===== src/rtl/hbridge_pkg.sv =====
package hbridge_pkg;

    // Synchronised copy of the block's asynchronous inputs
    typedef struct packed {
        logic en;
        logic pol_b;
        logic pol_a;
        logic dis_hi;
        logic dis_lo_n;
        logic uv;
        logic ot;
        logic sc;
    } hb_in_t;

    // Reset value of the synchroniser: asleep, not disabled, no faults
    localparam hb_in_t HB_IN_IDLE = '{en: 1'b0, pol_b: 1'b0, pol_a: 1'b0,
                                      dis_hi: 1'b0, dis_lo_n: 1'b1,
                                      uv: 1'b0, ot: 1'b0, sc: 1'b0};

    // Fault manager state
    typedef struct packed {
        logic dh_prev;
        logic dl_prev;
        logic sc_lat;
        logic ot_lat;
        logic off;
        logic fault_n;
    } hb_flt_t;

endpackage


===== src/rtl/hb_sync.sv =====
module hb_sync #(
    parameter int             W       = 8,
    parameter int             STAGES  = 2,
    parameter logic [W-1:0]   RST_VAL = '0
) (
    input  logic         clk,
    input  logic         rst,
    input  logic [W-1:0] din,
    output logic [W-1:0] dout
);
    logic [STAGES-1:0][W-1:0] st_d, st_q;

    always_comb begin
        st_d[0] = din;
        for (int i = 1; i < STAGES; i++) begin
            st_d[i] = st_q[i-1];
        end
    end

    always_ff @(posedge clk) begin
        if (rst) st_q <= {STAGES{RST_VAL}};
        else     st_q <= st_d;
    end

    assign dout = st_q[STAGES-1];
endmodule


===== src/rtl/hb_fault.sv =====
module hb_fault
    import hbridge_pkg::*;
(
    input  logic clk,
    input  logic rst,
    input  logic en_i,
    input  logic dis_hi_i,
    input  logic dis_lo_n_i,
    input  logic uv_i,
    input  logic ot_i,
    input  logic sc_i,
    output logic off_o,
    output logic fault_n_o
);
    hb_flt_t q, d;
    logic clr;
    logic disabled;

    always_comb begin
        d = q;
        // clear events: release of either disable, seen on synchronised levels
        clr = (q.dh_prev && !dis_hi_i) || (!q.dl_prev && dis_lo_n_i);
        disabled = dis_hi_i || !dis_lo_n_i;
        d.dh_prev = dis_hi_i;
        d.dl_prev = dis_lo_n_i;
        // latches only take flags while awake; a set beats a clear
        if (en_i && sc_i)  d.sc_lat = 1'b1;
        else if (clr)      d.sc_lat = 1'b0;
        if (en_i && ot_i)  d.ot_lat = 1'b1;
        else if (clr)      d.ot_lat = 1'b0;
        if (!en_i) begin
            d.off     = 1'b1;
            d.fault_n = 1'b1;
        end else begin
            d.off     = disabled || uv_i || d.sc_lat || d.ot_lat;
            d.fault_n = !d.off;
        end
    end

    always_ff @(posedge clk) begin
        if (rst) q <= '{dh_prev: 1'b0, dl_prev: 1'b1, sc_lat: 1'b0,
                        ot_lat: 1'b0, off: 1'b1, fault_n: 1'b1};
        else     q <= d;
    end

    assign off_o     = q.off;
    assign fault_n_o = q.fault_n;

    AST_SC_HOLD: assert property (@(posedge clk) disable iff (rst)
        (q.sc_lat && !clr) |=> q.sc_lat);
    AST_SET_WINS: assert property (@(posedge clk) disable iff (rst)
        (en_i && sc_i && clr) |=> (q.sc_lat && !q.fault_n));
    AST_SLEEP_QUIET: assert property (@(posedge clk) disable iff (rst)
        !en_i |=> q.fault_n);
    AST_UV_OFF: assert property (@(posedge clk) disable iff (rst)
        (en_i && uv_i) |=> (q.off && !q.fault_n));
endmodule


===== src/rtl/hb_leg.sv =====
module hb_leg #(
    parameter int DT_W = 4
) (
    input  logic            clk,
    input  logic            rst,
    input  logic            off_i,
    input  logic            pol_i,
    input  logic [DT_W-1:0] dead_i,
    output logic            hs_o,
    output logic            ls_o
);
    typedef struct packed {
        logic            hs;
        logic            ls;
        logic [DT_W-1:0] idle;
    } leg_t;

    localparam logic [DT_W-1:0] IDLE_MAX = '1;

    leg_t q, d;
    logic want_hs, want_ls;
    logic [DT_W-1:0] idle_inc;

    always_comb begin
        d        = q;
        want_hs  = !off_i && pol_i;
        want_ls  = !off_i && !pol_i;
        idle_inc = (q.idle == IDLE_MAX) ? q.idle : q.idle + 1'b1;
        if (want_hs) begin
            if (q.ls) begin
                d.ls = 1'b0; d.idle = '0;
            end else if (!q.hs) begin
                if (q.idle >= dead_i) begin d.hs = 1'b1; d.idle = '0; end
                else                    d.idle = idle_inc;
            end
        end else if (want_ls) begin
            if (q.hs) begin
                d.hs = 1'b0; d.idle = '0;
            end else if (!q.ls) begin
                if (q.idle >= dead_i) begin d.ls = 1'b1; d.idle = '0; end
                else                    d.idle = idle_inc;
            end
        end else begin
            d.hs   = 1'b0;
            d.ls   = 1'b0;
            d.idle = (q.hs || q.ls) ? '0 : idle_inc;
        end
    end

    always_ff @(posedge clk) begin
        if (rst) q <= '{hs: 1'b0, ls: 1'b0, idle: IDLE_MAX};
        else     q <= d;
    end

    assign hs_o = q.hs;
    assign ls_o = q.ls;

    AST_NO_SHOOT: assert property (@(posedge clk) disable iff (rst)
        !(q.hs && q.ls));
    AST_DEAD_GAP: assert property (@(posedge clk) disable iff (rst)
        (q.ls && !$past(q.ls)) |-> !$past(q.hs));
endmodule


===== src/rtl/hbridge_ctrl.sv =====
module hbridge_ctrl
    import hbridge_pkg::*;
#(
    parameter int DT_W        = 4,
    parameter int SYNC_STAGES = 2
) (
    input  logic            clk,
    input  logic            rst,
    input  logic            en_i,
    input  logic            pol_a_i,
    input  logic            pol_b_i,
    input  logic            dis_hi_i,
    input  logic            dis_lo_n_i,
    input  logic            uv_i,
    input  logic            ot_i,
    input  logic            sc_i,
    input  logic [DT_W-1:0] dead_i,
    output logic [1:0]      hs_o,
    output logic [1:0]      ls_o,
    output logic            fault_n_o
);
    localparam int LEGS  = 2;
    localparam int IN_W  = $bits(hb_in_t);

    hb_in_t          raw, syn;
    logic [IN_W-1:0] syn_v;
    logic            off;
    logic [LEGS-1:0] pol;

    always_comb begin
        raw = '{en: en_i, pol_b: pol_b_i, pol_a: pol_a_i, dis_hi: dis_hi_i,
                dis_lo_n: dis_lo_n_i, uv: uv_i, ot: ot_i, sc: sc_i};
    end

    hb_sync #(.W(IN_W), .STAGES(SYNC_STAGES), .RST_VAL(HB_IN_IDLE)) u_sync (
        .clk (clk),
        .rst (rst),
        .din (raw),
        .dout(syn_v)
    );

    assign syn = hb_in_t'(syn_v);
    assign pol = {syn.pol_b, syn.pol_a};

    hb_fault u_fault (
        .clk       (clk),
        .rst       (rst),
        .en_i      (syn.en),
        .dis_hi_i  (syn.dis_hi),
        .dis_lo_n_i(syn.dis_lo_n),
        .uv_i      (syn.uv),
        .ot_i      (syn.ot),
        .sc_i      (syn.sc),
        .off_o     (off),
        .fault_n_o (fault_n_o)
    );

    for (genvar g = 0; g < LEGS; g++) begin : g_leg
        hb_leg #(.DT_W(DT_W)) u_leg (
            .clk   (clk),
            .rst   (rst),
            .off_i (off),
            .pol_i (pol[g]),
            .dead_i(dead_i),
            .hs_o  (hs_o[g]),
            .ls_o  (ls_o[g])
        );
    end

    AST_OFF_GATES: assert property (@(posedge clk) disable iff (rst)
        off |=> (hs_o == 2'b00 && ls_o == 2'b00));
endmodule


===== config.mk =====
export PLATFORM = sky130hd
export DESIGN_NAME = hbridge_ctrl
export DESIGN_NICKNAME = d
export VERILOG_FILES = /design/src/rtl/hbridge_pkg.sv /design/src/rtl/hb_sync.sv /design/src/rtl/hb_fault.sv /design/src/rtl/hb_leg.sv /design/src/rtl/hbridge_ctrl.sv
export SDC_FILE = /design/constraint.sdc
export NUM_CORES = 1
export LEC_CHECK = 0
export ABC_AREA = 1
export BUFFER_PORTS_ARGS = -buffer_cell sky130_fd_sc_hd__buf_2
export CAP_MARGIN = 30
export CORE_MARGIN = 3
export CORE_UTILIZATION = 40
export DETAILED_ROUTE_END_ITERATION = 8
export PLACE_DENSITY = 0.56
export SLEW_MARGIN = 20
export SYNTH_ARGS = -nofsm -noshare
export SYNTH_HDL_FRONTEND = slang
export SYNTH_HIERARCHICAL = 1
export SYNTH_SLANG_ARGS = --single-unit

===== constraint.sdc =====
create_clock -name clk -period 1.3 [get_ports clk]
set_input_delay 0.26 -clock clk [delete_from_list [all_inputs] [get_ports clk]]
set_output_delay 0.26 -clock clk [all_outputs]
set_load 0.01 [all_outputs]

==> metrics.log <==
[metrics] status: completed
[metrics] startpoint class of the critical path: register
[metrics] YS warnings: 6
[metrics] worst hold slack across all endpoints: about 150 ps
[metrics] final clock skew: ~2.0 ps
[metrics] Hold Violations, Final: 0
[metrics] RSZ-0062 raised after global routing: yes
[metrics] Sequential cell area: slightly below 700 µm²
[metrics] Initial Utilization: a little over two fifths
[metrics] clock period minus worst slack: 1280 ps
[metrics] Die X-Extent: 70.2 µm
[metrics] layout cells sized above 1: approximately a quarter
[metrics] ports placed on the boundary: 19
[metrics] Total Power Consumption: approximately 3.8 mW
[metrics] post-route cell area: 0.00206 mm²
[metrics] maximum resistive drop on vdd: 0.809 mV
[metrics] Rel. slew slack: between 80 and 90%
[metrics] total clock buffers created by CTS: 5
[metrics] n_diodes: 0
[metrics] Area growth syn-to-layout: 25.3%
[metrics] most frequent cells in the layout: 56 x nand2_1, 42 x inv_1, 32 x dfxtp_1, 21 x nor2_1, 18 x buf_2
[metrics] CTS clk-pin slew, worst paths: ~70 ps
[metrics] DRC violations left: 0
[metrics] y dimension of the die: roughly 70 µm
[metrics] maximum buffer depth of the clock tree: 2
[metrics] CTS H-tree depth: 2
[metrics] post-layout net count: about 290
[metrics] classification of the worst-slack hold path: in2reg
[metrics] highest net fanout along the worst path: 2
[metrics] data required time at the worst endpoint: approximately 1500 ps
[metrics] combined area of all synthesized cells: between 0.0015 and 0.002 mm²
[metrics] worst reg2reg endpoint: g_leg[0].u_leg/q[0]$_SDFFE_PP1P_
[metrics] clock tree from TritonCTS: yes
[metrics] Detailed Route WL: 2.86 mm
[metrics] PnR worst setup slack: roughly 23 ps
[metrics] data arrival time of the critical path: around 1500 ps
[metrics] max-slew violation total from the final report: 0
[metrics] clock sink count: 34
[metrics] fraction of the mapped netlist area in compound gates: between 5 and 6%
[metrics] most common cell after layout, fill and taps aside: nand2_1
[metrics] hold wc startpoint: dis_lo_n_i
[metrics] global route overflow: 0
[metrics] Via density: 4.44
[metrics] worst setup slack after placement: ~16 ps
[metrics] Critical path origin: g_leg[0].u_leg/q[0]$_SDFFE_PP1P_
[metrics] maximum capacitance violations: 0
[metrics] number of DRC markers after the initial detailed-route iteration: 78
[metrics] Std-Cell Core Area: around 0.0038 mm²
[metrics] Leak Pwr: roughly 1.1 nW
[metrics] terminating pin of the worst hold path: u_sync/st_d[11]$_SDFF_PP1_
[metrics] HPWL after detailed placement: approximately 2.2 mm
[metrics] number of failing setup endpoints in the final timing report: 0
[metrics] total cell area at the placement stage: 0.00186 mm²
[metrics] post-synth net total: 254
[metrics] Std-Cell Rows: 22
[metrics] later-pin clock latency in the skew report: 280 ps
[metrics] die area: around 0.005 mm²
[metrics] maximum achievable frequency: 783 MHz
[metrics] weighted congestion reported at the end of routability-driven placement: 0.792
[metrics] count of different cell masters after synthesis: 17
[metrics] post-route antenna net violation count: 0
[metrics] Register-to-Register Path Depth: 11
[metrics] critical path capture point type: register
[metrics] cell depth of the worst min-delay path: 3
[metrics] via count of the first global-routing pass: between 1,000 and 1,500
[metrics] via count: roughly 1,400
[metrics] # fillers: between 300 and 400
[metrics] synthesized netlist cell count: between 200 and 250
[metrics] post-route clock period utilization: between 90% and 100%
[metrics] portion of the post-synthesis area used by sequential elements: between 40% and 50%
[metrics] syn avg cell area: between 7 and 8 µm²
[metrics] Worst R2R Setup Slack: between 20 and 25 ps
[metrics] proportion of synthesized area in mux cells: 0%
[metrics] fraction of the mapped netlist area in adder cells: between 7 and 8%
[metrics] first-pass GRT wire length: a little under 5 mm
[metrics] largest family of logic cells by synthesized area: simple AND/OR/NAND/NOR gates
[metrics] antenna violations before repair: 0
[metrics] area fraction in and, or, nand and nor cells after synthesis: about a third
[metrics] Critical Setup Path Class: reg2reg
[metrics] Multi-input gate area: between 800 and 900 µm²
[metrics] power density relative to cell area: 1820 mW/mm²
[metrics] wire length per cell: approximately 9 µm
[metrics] drt first pass iters: 4
[metrics] worst reg2reg path startpoint: g_leg[0].u_leg/q[0]$_SDFFE_PP1P_
[metrics] number of flip-flops and latches in the synthesized netlist: 34
[metrics] Root Driver: clkbuf_8
[metrics] largest net degree at the start of global routing: 16
[metrics] Overall Global Routing Usage: about an eighth
[metrics] PortBufs: 18
[metrics] slew at the pin closest to its max-slew limit: 291 ps
[metrics] post-synthesis share of cell area spent on xor and xnor gates: 0%
[worst max path at each step]
stage / endpoint
floorplan: g_leg[0].u_leg/q[2]$_SDFFE_PP1P_
global placement: g_leg[0].u_leg/q[3]$_SDFFE_PP1P_
detailed placement: g_leg[0].u_leg/q[2]$_SDFFE_PP1P_
CTS: g_leg[0].u_leg/q[3]$_SDFFE_PP1P_
global route: g_leg[0].u_leg/q[0]$_SDFFE_PP1P_
finish: g_leg[0].u_leg/q[0]$_SDFFE_PP1P_
[area by class of cell]
type | count | share of cell area, %
clock buffer | 5 | 3.34
clock inverter | 3 | 3.34
inverter | 49 | 8.91
timing repair buffer | 28 | 8.61
multi-input combinational | 146 | 39.8
tap | 48 | 2.91
sequential | 34 | 33.1
[where the power goes]
group	total (mW)	switching [mW]	internal, mW
clock network	1.16	0.390	0.768
logic	1.33	0.717	0.613
registers	1.27	0.0911	1.18
total	3.76	1.20	2.56
[synthesized netlist by cell type]
master | number | area share (%)
buf_6 | 1 | 0.68
nand3_1 | 16 | 4.9
a21oi_1 | 16 | 4.9
inv_2 | 3 | 0.68
dfxtp_1 | 34 | 41
nor2_4 | 2 | 1.4
inv_1 | 46 | 10
nor2_2 | 2 | 0.76
nand3_2 | 8 | 4.9
o21bai_1 | 1 | 0.46
nand2_2 | 3 | 1.1
nor4_1 | 1 | 0.38
ha_1 | 10 | 7.6
nor2_1 | 21 | 4.8
nand4_1 | 4 | 1.5
nand2_1 | 61 | 14
nor3_1 | 1 | 0.30
[stage by stage]
stage	util, %	setup TNS [ps]	std cells
floorplan	-	0	230
global placement	48.6	0	303
detailed placement	48.6	0	303
CTS	52.2	0	311
global route	53.9	-264	313
finish	53.9	0	313
[state kept, by name (all words and copies together), names as in the netlist]
signal             cells
u_sync/dout            8
g_leg.u_leg/hs_o       2
u_sync/st_d            8
u_fault/fault_n_o      1
g_leg.u_leg/ls_o       2
g_leg.u_leg/q          8
u_fault/off_o          1
u_fault/q              4
[worst max-delay path, cell delays in order, from the launching register on]
cell	delay, ps
dfxtp_2	330
inv_2	50
ha_4	250
inv_2	30
nand2_1	40
nand2_1	40
nand2_1	70
nand2_2	70
nand3_2	80
nand3_2	80
nand2_1	70
nand2_1	50
[repair_timing]
action,CTS,global route
endpoints found under the hold margin,0,0
setup endpoints to repair,0,12
gates resized for setup,0,16
hold buffers,0,0
buffers inserted,0,2
[layer usage]
metal,wire (µm),GRT usage [%],vias to the layer above
met2,1270,17.5,17
met4,41,5.11,0
li1,-,-,776
met5,0,0,-
met1,1440,16.5,592
met3,105,3.45,5
[cell families after synthesis]
logic type | count (synthesis)
buffers and inverters | 50
DFF | 34
AOI/OAI and AO/OA | 17
and+or+nand+nor | 119
adders and majority gates | 10
No activity file was read; power rests on OpenSTA's default activity.
